<file path="src/rtl/rpsw_pkg.sv">
package rpsw_pkg;

    typedef enum logic [2:0] {
        SH_NONE  = 3'd0,
        SH_LEFT  = 3'd1,
        SH_RIGHT = 3'd2,
        SH_UP    = 3'd3,
        SH_DOWN  = 3'd4
    } shift_e;

    typedef struct packed {
        logic   pool;
        shift_e shift;
    } mode_t;

endpackage

</file>
<file path="src/rtl/rpsw_row_pool.sv">
module rpsw_row_pool #(
    parameter int W  = 8,
    parameter int DW = 4
) (
    input  logic            clk,
    input  logic            rst,
    input  logic            in_valid,
    input  logic            pool_en,
    input  logic            row_odd,
    input  logic [W*DW-1:0] in_data,
    output logic [W*DW-1:0] work_row
);
    localparam int HALF = W / 2;

    logic [W*DW-1:0] prev_q;
    logic [W*DW-1:0] pooled;

    function automatic logic [DW-1:0] vmax(input logic [DW-1:0] a, input logic [DW-1:0] b);
        return (a > b) ? a : b;
    endfunction

    always_ff @(posedge clk) begin
        if (rst)
            prev_q <= '0;
        else if (in_valid && pool_en && !row_odd)
            prev_q <= in_data;
    end

    for (genvar j = 0; j < W; j++) begin : g_lane
        if (j < HALF) begin : g_pool
            assign pooled[j*DW +: DW] =
                vmax(vmax(prev_q[(2*j)*DW +: DW], prev_q[(2*j+1)*DW +: DW]),
                     vmax(in_data[(2*j)*DW +: DW], in_data[(2*j+1)*DW +: DW]));
        end else begin : g_zero
            assign pooled[j*DW +: DW] = '0;
        end
    end

    assign work_row = pool_en ? pooled : in_data;

endmodule

</file>
<file path="src/rtl/rpsw_row_shift.sv">
module rpsw_row_shift
    import rpsw_pkg::*;
#(
    parameter int W  = 8,
    parameter int DW = 4
) (
    input  mode_t           mode,
    input  logic [W*DW-1:0] din,
    output logic [W*DW-1:0] dout
);
    localparam int HALF = W / 2;

    for (genvar i = 0; i < W; i++) begin : g_lane
        logic [DW-1:0] nxt, prv, cur;
        logic          in_rng, nxt_ok, prv_ok;

        if (i < W - 1) begin : g_n
            assign nxt = din[(i+1)*DW +: DW];
        end else begin : g_nz
            assign nxt = '0;
        end
        if (i > 0) begin : g_p
            assign prv = din[(i-1)*DW +: DW];
        end else begin : g_pz
            assign prv = '0;
        end
        assign cur    = din[i*DW +: DW];
        assign in_rng = mode.pool ? (i < HALF) : 1'b1;
        assign nxt_ok = mode.pool ? (i + 1 < HALF) : (i + 1 < W);
        assign prv_ok = (i > 0) && in_rng;

        always_comb begin
            case (mode.shift)
                SH_LEFT:  dout[i*DW +: DW] = nxt_ok ? nxt : '0;
                SH_RIGHT: dout[i*DW +: DW] = prv_ok ? prv : '0;
                default:  dout[i*DW +: DW] = in_rng ? cur : '0;
            endcase
        end
    end

endmodule

</file>
<file path="src/rtl/rpsw_wb_addr.sv">
module rpsw_wb_addr
    import rpsw_pkg::*;
#(
    parameter int ROWS       = 8,
    parameter int CH_TOTAL   = 6,
    parameter int ROW_STRIDE = 4,
    parameter int CH_STRIDE  = 64,
    parameter int AW         = 16,
    localparam int RW = $clog2(ROWS),
    localparam int CW = $clog2(CH_TOTAL)
) (
    input  mode_t          mode,
    input  logic [RW-1:0]  row_idx,
    input  logic [CW-1:0]  chan,
    input  logic [CW-1:0]  offset,
    input  logic [AW-1:0]  base,
    output logic [AW-1:0]  addr,
    output logic           drop
);
    logic [RW-1:0] orow, last_row, dst;
    logic [CW:0]   sum;
    logic [CW-1:0] shuf;

    always_comb begin
        orow     = mode.pool ? (row_idx >> 1) : row_idx;
        last_row = mode.pool ? RW'(ROWS / 2 - 1) : RW'(ROWS - 1);
        drop     = 1'b0;
        dst      = orow;
        case (mode.shift)
            SH_UP: begin
                if (orow == '0) drop = 1'b1;
                else            dst  = orow - 1'b1;
            end
            SH_DOWN: begin
                if (orow == last_row) drop = 1'b1;
                else                  dst  = orow + 1'b1;
            end
            default: ;
        endcase
        sum  = {1'b0, chan} + {1'b0, offset};
        shuf = (sum >= (CW+1)'(CH_TOTAL)) ? CW'(sum - (CW+1)'(CH_TOTAL)) : sum[CW-1:0];
        addr = base + AW'(dst) * AW'(ROW_STRIDE) + AW'(shuf) * AW'(CH_STRIDE);
    end

endmodule

</file>
<file path="src/rtl/rpsw_top.sv">
module rpsw_top
    import rpsw_pkg::*;
#(
    parameter int W          = 8,
    parameter int DW         = 4,
    parameter int ROWS       = 8,
    parameter int CH_TOTAL   = 6,
    parameter int ROW_STRIDE = 4,
    parameter int CH_STRIDE  = 64,
    parameter int AW         = 16,
    localparam int RW = $clog2(ROWS),
    localparam int CW = $clog2(CH_TOTAL)
) (
    input  logic            clk,
    input  logic            rst,
    input  logic            in_valid,
    input  logic [W*DW-1:0] in_data,
    input  logic [RW-1:0]   in_row,
    input  logic [CW-1:0]   in_chan,
    input  logic            pool_en,
    input  logic [2:0]      shift_mode,
    input  logic [CW-1:0]   shuf_off,
    input  logic [AW-1:0]   base_addr,
    output logic            out_valid,
    output logic [W*DW-1:0] out_data,
    output logic [AW-1:0]   out_addr
);
    mode_t           mode;
    logic [W*DW-1:0] work_row, shifted;
    logic [AW-1:0]   wb_addr;
    logic            drop, emit;

    assign mode.pool  = pool_en;
    assign mode.shift = shift_e'(shift_mode);

    rpsw_row_pool #(.W(W), .DW(DW)) u_pool (
        .clk(clk), .rst(rst), .in_valid(in_valid), .pool_en(pool_en),
        .row_odd(in_row[0]), .in_data(in_data), .work_row(work_row)
    );

    rpsw_row_shift #(.W(W), .DW(DW)) u_shift (
        .mode(mode), .din(work_row), .dout(shifted)
    );

    rpsw_wb_addr #(
        .ROWS(ROWS), .CH_TOTAL(CH_TOTAL), .ROW_STRIDE(ROW_STRIDE),
        .CH_STRIDE(CH_STRIDE), .AW(AW)
    ) u_addr (
        .mode(mode), .row_idx(in_row), .chan(in_chan), .offset(shuf_off),
        .base(base_addr), .addr(wb_addr), .drop(drop)
    );

    assign emit = in_valid && !drop && (!pool_en || in_row[0]);

    always_ff @(posedge clk) begin
        if (rst) begin
            out_valid <= 1'b0;
            out_data  <= '0;
            out_addr  <= '0;
        end else begin
            out_valid <= emit;
            if (emit) begin
                out_data <= shifted;
                out_addr <= wb_addr;
            end
        end
    end

endmodule

</file>
<file path="config.mk">
export PLATFORM = sky130hd
export DESIGN_NAME = rpsw_top
export DESIGN_NICKNAME = d
export VERILOG_FILES = /design/src/rtl/rpsw_pkg.sv /design/src/rtl/rpsw_row_pool.sv /design/src/rtl/rpsw_row_shift.sv /design/src/rtl/rpsw_wb_addr.sv /design/src/rtl/rpsw_top.sv
export SDC_FILE = /design/constraint.sdc
export NUM_CORES = 1
export LEC_CHECK = 0
export BUFFER_PORTS_ARGS = -buffer_cell sky130_fd_sc_hd__buf_2
export CELL_PAD_IN_SITES_DETAIL_PLACEMENT = 1
export CELL_PAD_IN_SITES_GLOBAL_PLACEMENT = 2
export CORE_ASPECT_RATIO = 1.75
export CORE_UTILIZATION = 32
export DETAILED_ROUTE_END_ITERATION = 16
export GPL_TIMING_DRIVEN = 1
export PLACE_DENSITY_LB_ADDON = 0.1
export SLEW_MARGIN = 20
export SYNTH_ARGS = -nofsm -noshare
export SYNTH_HDL_FRONTEND = slang
export SYNTH_SLANG_ARGS = --single-unit
</file>
<file path="constraint.sdc">
create_clock -name clk -period 5.1 [get_ports clk]
set_clock_uncertainty 0.1 [all_clocks]
set_input_delay 0.255 -clock clk [delete_from_list [all_inputs] [get_ports clk]]
set_output_delay 0.255 -clock clk [all_outputs]
set_load 0.02 [all_outputs]
</file>
==> results of run 1 <==
-- path summary, 6_finish.rpt --
path	from	endpoint	slack [ns]	cells past startpoint
max	u_pool.prev_q[5]$_SDFFE_PP0P_	out_data[1]$_SDFFE_PP0P_	0.85	17
min	base_addr[0]	out_addr[0]$_SDFFE_PP0P_	0.05	3
max reg2reg	u_pool.prev_q[5]$_SDFFE_PP0P_	out_data[1]$_SDFFE_PP0P_	0.85	17
min reg2reg	out_addr[0]$_SDFFE_PP0P_	out_addr[0]$_SDFFE_PP0P_	0.35	2
-- flip-flops by register name, summed over array words and instances, names as in the netlist --
name and cells:
out_addr 16, u_pool.prev_q 32, out_data 32, out_valid 1
-- layout by cell type (no fill, tap or decap), types with 4 or more instances in the layout --
cell type  count
nand2b_1       5
xnor2_1        7
o21ai_1        7
clkbuf_16      9
o22ai_1        7
nor2_1        65
buf_4          6
o21a_1        10
o21ai_0       29
a211oi_1      19
mux2i_1       32
a22oi_1       12
nand2_1      108
a21oi_1       90
and2_1         6
nor2b_1        6
dfxtp_1       81
or2_2          4
a221oi_1       9
o211ai_1       4
mux2_2         7
ha_1          56
buf_2        112
nand4_1        8
nand3_1       12
xor2_1         7
a21o_1         4
nor3_1        23
inv_1         60
a22o_1         6
-- worst reg2reg max path: stages, from the launching register on --
cell,delay (ns)
dfxtp_1,0.35
inv_1,0.06
ha_1,0.28
nor2b_1,0.13
o21a_1,0.16
o21a_1,0.16
o21ai_1,0.35
mux2i_1,0.30
inv_1,0.08
ha_1,0.31
nor2b_1,0.14
o21a_1,0.16
o21a_1,0.16
o21ai_1,0.43
mux2i_1,0.22
mux2_2,0.30
a221oi_1,0.32
nor3_1,0.10
-- area by class of cell --
type	count	area, µm²
Multi-Input combinational cell	600	3971
Clock buffer	11	232.7
Sequential cell	81	1622
Clock inverter	3	20.02
Inverter	60	225.2
Timing Repair Buffer	118	605.6
Tap cell	234	292.8
Fill cell	2300	11170
-- layer usage --
layer  track usage [%]  vias to the layer above  share of wire, %
met5                 0                        -                 0
met4             10.76                        0               3.7
li1                  -                     2943                 -
met1             22.79                     2942                38
met3             3.107                       40               2.9
met2             44.79                      118                55
-- logic make-up after synthesis --
logic type	count (synthesis)
AOI/OAI and AO/OA	234
and+or+nand+nor	250
buffers and inverters	101
adders and majority gates	60
muxes	42
DFF	81
xor gates and xnor gates	14
-- power by group through the flow --
stage	Combinational (mW)	Clock, mW	Sequential (mW)
2_1_floorplan	0.377	0	0.742
3_3_place_gp	0.594	0	0.710
3_5_place_dp	0.615	0	0.711
4_1_cts	0.619	0.618	0.697
5_1_grt	0.679	0.632	0.702
6_report	0.611	0.599	0.696
==> metrics.txt, run 1 <==
vias in the first global route 6542; Clock transition at path regs 0.06 ns; Placement Cell Area 6716 µm²; switching share of power 35.45%; run status completed; overall die width 105.0 µm; Unique masters post-synth 62; internal power 1.230 mW; area delta synth->final 17.26%; synthesized flop and latch total 81; max-cap viol count 0; ratio of final minimum period to clock period 83.33%; top post-synthesis cells by count nand2_1 (108), a21oi_1 (90), dfxtp_1 (81); Req. time, crit path 5.20 ns; top cells by area, synth dfxtp_1 (27%), ha_1 (12%), a21oi_1 (7.6%), nand2_1 (6.8%), mux2i_1 (5.4%); syn_area_per_cell 7.600 µm²; Finished Layout Cells 1107; Worst Tran Pin Value 0.9759 ns; full die area 19140 µm²; first-pass iteration count of the detailed router 4; most common cell in the synthesized netlist nand2_1; drt via density 5.459; Hold Violations, Final 0; Arr. time, crit path 4.35 ns; CTS buffer count 9; largest net degree at the start of global routing 51; unrepaired setup endpoints after global routing no; setup ws final 0.8501 ns; sequential share of power 36.5%; post-synthesis sequential area ratio 27.28%; Post-DP HPWL 16.56 mm; Post-CTS Setup Bufs 0; mapped cell area 5943 µm²; Compound-Gate Fraction of Synth Area 25.52%; Clk pwr share 31.4%; GR Overflow Total 0; final instance area 6969 µm²; CP startpoint kind register; worst hold path type in -> reg; share of cells above drive strength 1 18.56%; post-cts sizing count 0; Net Sw Power 0.6756 mW; crit path capture type register; # diodes 0; Synth top area share 27.28%; DRT Wirelength 21.05 mm; Core ar. 18140 µm²; Synth Flop Type dfxtp_1; DR WL/cell 19.01 µm; Slew Viols, Final 0; Routed Antenna Nets 0; max frequency 235.3 MHz; area leader, netlist dfxtp_1; worst-path fanout max 5; Syn Inst Count 782; Top Ports 113; final setup fails 0; first-pass GRT wire length 33.98 mm; post-placement cell count 1093; via count 6043; clk sinks 81; maximum clock insertion buffer count 2; Largest delay share family, worst path compound AO/OA/AOI/OAI gates; # nets final 992; yosys warns 0; peak supply drop 0.0001719 V; Post-Place Worst Slack 0.7041 ns; Crit Path Class reg -> reg; mux share of post-synthesis cell area 7.474%; CTS tree yes; Rel. slew slack 34.94%; GR Util All Layers 22.64%; number of enable flip-flop cells after synthesis 0; initial antenna violation count 0; row count 65; PwrDens 273.5 nW/µm²; H-tree lvl count 3; critical-path cell list inv_1 -> ha_1 -> nor2b_1 -> o21a_1 -> o21a_1 -> o21ai_1 -> mux2i_1 -> inv_1 -> ha_1 -> nor2b_1 -> o21a_1 -> o21a_1 -> o21ai_1 -> mux2i_1 -> mux2_2 -> a221oi_1 -> nor3_1; Clock Latency Late Sink 0.35 ns; port bufs 112; Synth Area in Adders 12.82%; Synth Area in Simple Gates 18.46%; Comb pwr share 32.0%; post-layout util 38.43%; XOR/XNOR share of the synthesized area 2.063%; CP Buf/Inv Count 2; min Tclk post-route 4.250 ns; routability-driven placement congestion ratio 0.8423; final hold slack 0.05318 ns; drt drc 0; 1st-iter DRT viols 198; post-cts hold buffer count 0; Die Span Y 182.3 µm; most frequent CP cell o21a_1; Initial Util 32.77%; Setup TNS 0 ns; largest family of logic cells by synthesized area compound AO/OA/AOI/OAI gates; Crit-path slowest cell o21ai_1; Root Buffer clkbuf_16; P_leak 3.107 nW; total power 1.906 mW; syn nets 904; Max stage delay on crit path 0.43 ns; asr flop ratio synth 0%
No activity file was read; power rests on OpenSTA's default activity.
==> inputs of run 2 (changes only) <==
==> constraint.sdc (replaced) <==
create_clock -name clk -period 4.2 [get_ports clk]
set_clock_uncertainty 0.1 [all_clocks]
set_input_delay 0.21 -clock clk [delete_from_list [all_inputs] [get_ports clk]]
set_output_delay 0.21 -clock clk [all_outputs]
set_load 0.02 [all_outputs]
==> run 2 against run 1 <==
  * Via count grew 1.3%
  * Power grew 34%
  * Setup slack lost 0.60 ns
  * Register-to-register slack lost 0.60 ns
  * Wire length grew 5.0%
  * Sequential cell count is the same
  * Final cell count grew 1.2%
  * Largest cell class unchanged
==> metrics.txt, run 2 (synthesis gave the netlist of run 1 again) <==
Top Ports 113; Initial Util 32.77%; CTS buffer count 9; max frequency 252.9 MHz; post-placement cell count 1103; total power 2.554 mW; Setup TNS 0 ns; 1st-iter DRT viols 198; row count 65; full die area 19140 µm²; GR Overflow Total 0; CTS tree yes; PwrDens 355.5 nW/µm²; # nets final 1003; fill count 2276; GR Util All Layers 23.44%; Rel. slew slack 29.05%; Crit Path Class reg -> reg; first-pass iteration count of the detailed router 5; Clock Latency Late Sink 0.36 ns; vias in the first global route 6654; Hold Violations, Final 0; ratio of final minimum period to clock period 94.16%; peak supply drop 0.0001873 V; Post-DP HPWL 17.04 mm; Largest regs out_data x32, u_pool.prev_q x32, out_addr x16; Root Buffer clkbuf_16; Slew Viols, Final 0; min Tclk post-route 3.955 ns; initial antenna violation count 0; Req. time, crit path 4.28 ns; final setup fails 0; run status completed; CP startpoint kind register; most common cell after layout, fill and taps aside buf_2; share of cells above drive strength 1 20.43%; Post-Place Worst Slack 0.01540 ns; Worst Tran Pin Value 1.064 ns; H-tree lvl count 3; overall die width 105.0 µm; maximum clock insertion buffer count 2; Core ar. 18140 µm²; max-cap viol count 0; drt drc 0; Finished Layout Cells 1120; clk sinks 81; DR WL/cell 19.73 µm; drt via density 5.463; port bufs 112; P_leak 3.211 nW; worst-path fanout max 5; # diodes 0; commonest cells after routing, fill and taps aside buf_2 (112), nand2_1 (108), a21oi_1 (90); Routed Antenna Nets 0; Die Span Y 182.3 µm; Arr. time, crit path 4.03 ns; crit path capture type register; unrepaired setup endpoints after global routing no; setup ws final 0.2453 ns; via count 6119; largest net degree at the start of global routing 51; area delta synth->final 20.84%; routability-driven placement congestion ratio 0.8583; worst hold path type in -> reg; Clock transition at path regs 0.06 ns; DRT Wirelength 22.09 mm; first-pass GRT wire length 34.87 mm
-- run 2: path summary, 6_finish.rpt --
| check | slack [ns] | to | startpoint | cells past startpoint |
|---|---|---|---|---|
| setup reg to reg | 0.25 | out_data[3]$_SDFFE_PP0P_ | u_pool.prev_q[5]$_SDFFE_PP0P_ | 17 |
| hold / removal | 0.008 | out_addr[1]$_SDFFE_PP0P_ | base_addr[1] | 3 |
| hold reg to reg | 0.36 | out_addr[8]$_SDFFE_PP0P_ | out_addr[8]$_SDFFE_PP0P_ | 2 |
| setup / recovery | 0.25 | out_data[3]$_SDFFE_PP0P_ | u_pool.prev_q[5]$_SDFFE_PP0P_ | 17 |
-- run 2: per-layer routing --
layer	GRT usage (%)	wire, µm
met5	0	0
met4	12.06	928
met3	4.036	737
met2	45.43	12000
met1	23.53	8424
-- run 2: final cells by class --
cell class / instances / area [µm²] / share of cell area, %
flip-flops and latches: 81 / 1622 / 22.58
multi-input cells: 600 / 4008 / 55.80
repair buffers: 129 / 690.7 / 9.617
clock inverters: 6 / 115.1 / 1.603
inverters: 60 / 225.2 / 3.136
well taps: 234 / 292.8 / 4.077
clock buffers: 10 / 229.0 / 3.188
-- run 2: worst max-delay path: stages (launching register included) --
cell      delay, ns
dfxtp_1        0.36
inv_1          0.06
ha_1           0.29
nor2b_1        0.14
o21a_1         0.18
o21a_1         0.17
o21ai_1        0.19
mux2i_1        0.27
inv_1          0.08
ha_1           0.31
nor2b_1        0.13
o21a_1         0.16
o21a_1         0.20
o21ai_4        0.21
mux2i_1        0.13
mux2_2         0.28
a221oi_1       0.38
a211oi_1       0.14
-- run 2: stage by stage --
| step | utilization, % | hold WS, ns | instance area (µm²) |
|---|---|---|---|
| final | 39.60 | 0.008193 | 7182 |
| after floorplan | - | 0.2460 | 5943 |
| after CTS | 39.43 | 0.001056 | 7151 |
| after global routing | 39.60 | 0.01924 | 7182 |
| after detailed placement | 37.48 | 0.3506 | 6797 |
| after global placement | 37.48 | 0.3422 | 6797 |
-- run 2: power by group --
part           leakage [nW]  internal, mW  switching [mW]  total (mW)
clock network         0.163         0.585           0.353       0.938
logic                  2.39         0.299           0.470       0.769
registers             0.663         0.816          0.0310       0.847
total                  3.21          1.70           0.854        2.55
-- run 2: what timing repair did --
item	in CTS	in global routing
endpoints found under the hold margin	1	0
setup buffers	0	0
resized for setup	0	7
endpoints found under the setup margin	0	9
hold buffers	1	0
==> inputs of run 3 (changes only) <==
--- a/config.mk
+++ b/config.mk
@@ -12,7 +12,8 @@
 export CORE_UTILIZATION = 32
 export DETAILED_ROUTE_END_ITERATION = 16
 export GPL_TIMING_DRIVEN = 1
-export PLACE_DENSITY_LB_ADDON = 0.1
+export PLACE_DENSITY = 0.9
+export SETUP_SLACK_MARGIN = 0.1
 export SLEW_MARGIN = 20
 export SYNTH_ARGS = -nofsm -noshare
 export SYNTH_HDL_FRONTEND = slang
==> run 3 against run 2 <==
  * Sequential cell count did not move
  * Clock power rose by 0.5%
  * Final cell count fell by 0.27%
  * Sequential share of layout area rose by 0.075 points
  * Largest cell class unchanged
==> metrics.txt, run 3 (synthesis gave the netlist of run 1 again) <==
run status completed; peak supply drop 0.0002247 V; H-tree lvl count 3; max frequency 261.8 MHz; GR Overflow Total 0; maximum clock insertion buffer count 2; CTS buffer count 9; Hold Violations, Final 0; Req. time, crit path 4.37 ns; Crit Path Class reg -> reg; initial antenna violation count 0; worst-path fanout max 4; Root Buffer clkbuf_16; clk sinks 81; Slew Viols, Final 0; # nets final 1000; crit path capture type register; via count 6099; Core ar. 18140 µm²; routability-driven placement congestion ratio 0.9090; Post-DP HPWL 15.59 mm; vias in the first global route 6389; commonest cells after routing, fill and taps aside buf_2 (112), nand2_1 (108), a21oi_1 (90); DRT Wirelength 20.25 mm; Initial Util 32.77%; Rel. slew slack 29.23%; unrepaired setup endpoints after global routing no; 1st-iter DRT viols 192; area delta synth->final 20.44%; Worst Tran Pin Value 1.062 ns; first-pass GRT wire length 32.41 mm; Top Ports 113; largest net degree at the start of global routing 51; P_leak 3.192 nW; # diodes 0; launching point of the worst reg2reg path u_pool.prev_q[10]$_SDFFE_PP0P_; Routed Antenna Nets 0; final instance area 7158 µm²; Post-CTS Setup Bufs 0; drt drc 0; Die Span Y 182.3 µm; Arr. time, crit path 3.99 ns; ratio of final minimum period to clock period 90.94%; overall die width 105.0 µm; Setup TNS 0 ns; final hold slack 0.03161 ns; GR Util All Layers 21.54%; total power 2.544 mW; final setup fails 0; R2R Setup Slk 0.38 ns; port bufs 112; full die area 19140 µm²; worst hold endpoint u_pool.prev_q[6]$_SDFFE_PP0P_; drt via density 5.460; PwrDens 355.3 nW/µm²; share of cells above drive strength 1 19.82%; min Tclk post-route 3.820 ns; CTS tree yes; Worst R2R Path Depth 16; setup ws final 0.3805 ns; r2r endpoint out_data[10]$_SDFFE_PP0P_; first-pass iteration count of the detailed router 4; CP startpoint kind register; hold_sp in_data[6]; Post-Place Worst Slack 0.1649 ns; max-cap viol count 0; Clock transition at path regs 0.08 ns; Clock Latency Late Sink 0.36 ns; Placement Cell Area 6770 µm²; DR WL/cell 18.13 µm; row count 65; Largest regs out_data x32, u_pool.prev_q x32, out_addr x16; most common cell after layout, fill and taps aside buf_2; WHS Path Cells 3; worst hold path type in -> reg
-- run 3: changes by cell type in the layout (fill, tap and decap cells not counted), sizes merged --
cell	change
buf	-4
dlygate4sd3	+1
-- run 3: what timing repair did --
| item | 4_1_cts | 5_1_grt |
|---|---|---|
| gates resized for setup | 0 | 5 |
| hold buffers | 2 | 0 |
| setup endpoints to repair | 0 | 7 |
| hold endpoints to repair | 2 | 0 |
-- run 3: worst max path at each step --
stage | start | to | cells past startpoint
2_1_floorplan | pool_en | out_addr[14]$_SDFFE_PP0P_ | 20
3_3_place_gp | in_data[14] | out_data[8]$_SDFFE_PP0P_ | 18
3_5_place_dp | in_data[14] | out_data[8]$_SDFFE_PP0P_ | 18
4_1_cts | u_pool.prev_q[5]$_SDFFE_PP0P_ | out_data[6]$_SDFFE_PP0P_ | 17
5_1_grt | u_pool.prev_q[10]$_SDFFE_PP0P_ | out_data[6]$_SDFFE_PP0P_ | 16
6_report | u_pool.prev_q[10]$_SDFFE_PP0P_ | out_data[10]$_SDFFE_PP0P_ | 16
-- run 3: critical path, stage by stage (launching register included) --
cell and delay [ns]:
dfxtp_1 0.42, ha_1 0.30, a211oi_1 0.30, and2_1 0.23, nor2_4 0.07, mux2_2 0.30
ha_1 0.26, nand2b_1 0.19, nand2_1 0.08, a21oi_1 0.04, a311oi_1 0.32, a211oi_2 0.16
o21ba_2 0.22, o31ai_1 0.24, buf_4 0.18, nand2_1 0.05, a211oi_1 0.28
-- run 3: layer usage --
metal / track usage [%] / up-vias / share of wire, %
met4: 12.90 / 0 / 4.9
met1: 21.75 / 2940 / 39
met3: 2.607 / 58 / 3.0
met2: 41.54 / 133 / 53
met5: 0 / - / 0
li1: - / 2968 / -
-- run 3: through the flow --
| stage | instances | util, % |
|---|---|---|
| 3_3_place_gp | 1099 | 37.33 |
| 4_1_cts | 1117 | 39.34 |
| 5_1_grt | 1117 | 39.47 |
| 6_report | 1117 | 39.47 |
| 3_5_place_dp | 1099 | 37.33 |
| 2_1_floorplan | 782 | - |
-- run 3: cell type report --
cell class                      instances  area, µm²
Clock buffer                           10      229.0
Clock inverter                          6      115.1
Sequential cell                        81       1622
Timing Repair Buffer                  126      670.6
Multi-Input combinational cell        600       4004
Inverter                               60      225.2
Fill cell                            2264      10980
Tap cell                              234      292.8
-- run 3: power by group --
group          total [mW]  switching (mW)  internal, mW
Clock               0.943           0.358         0.585
Combinational       0.755           0.457         0.298
Sequential          0.847          0.0309         0.816
Total                2.54           0.845          1.70
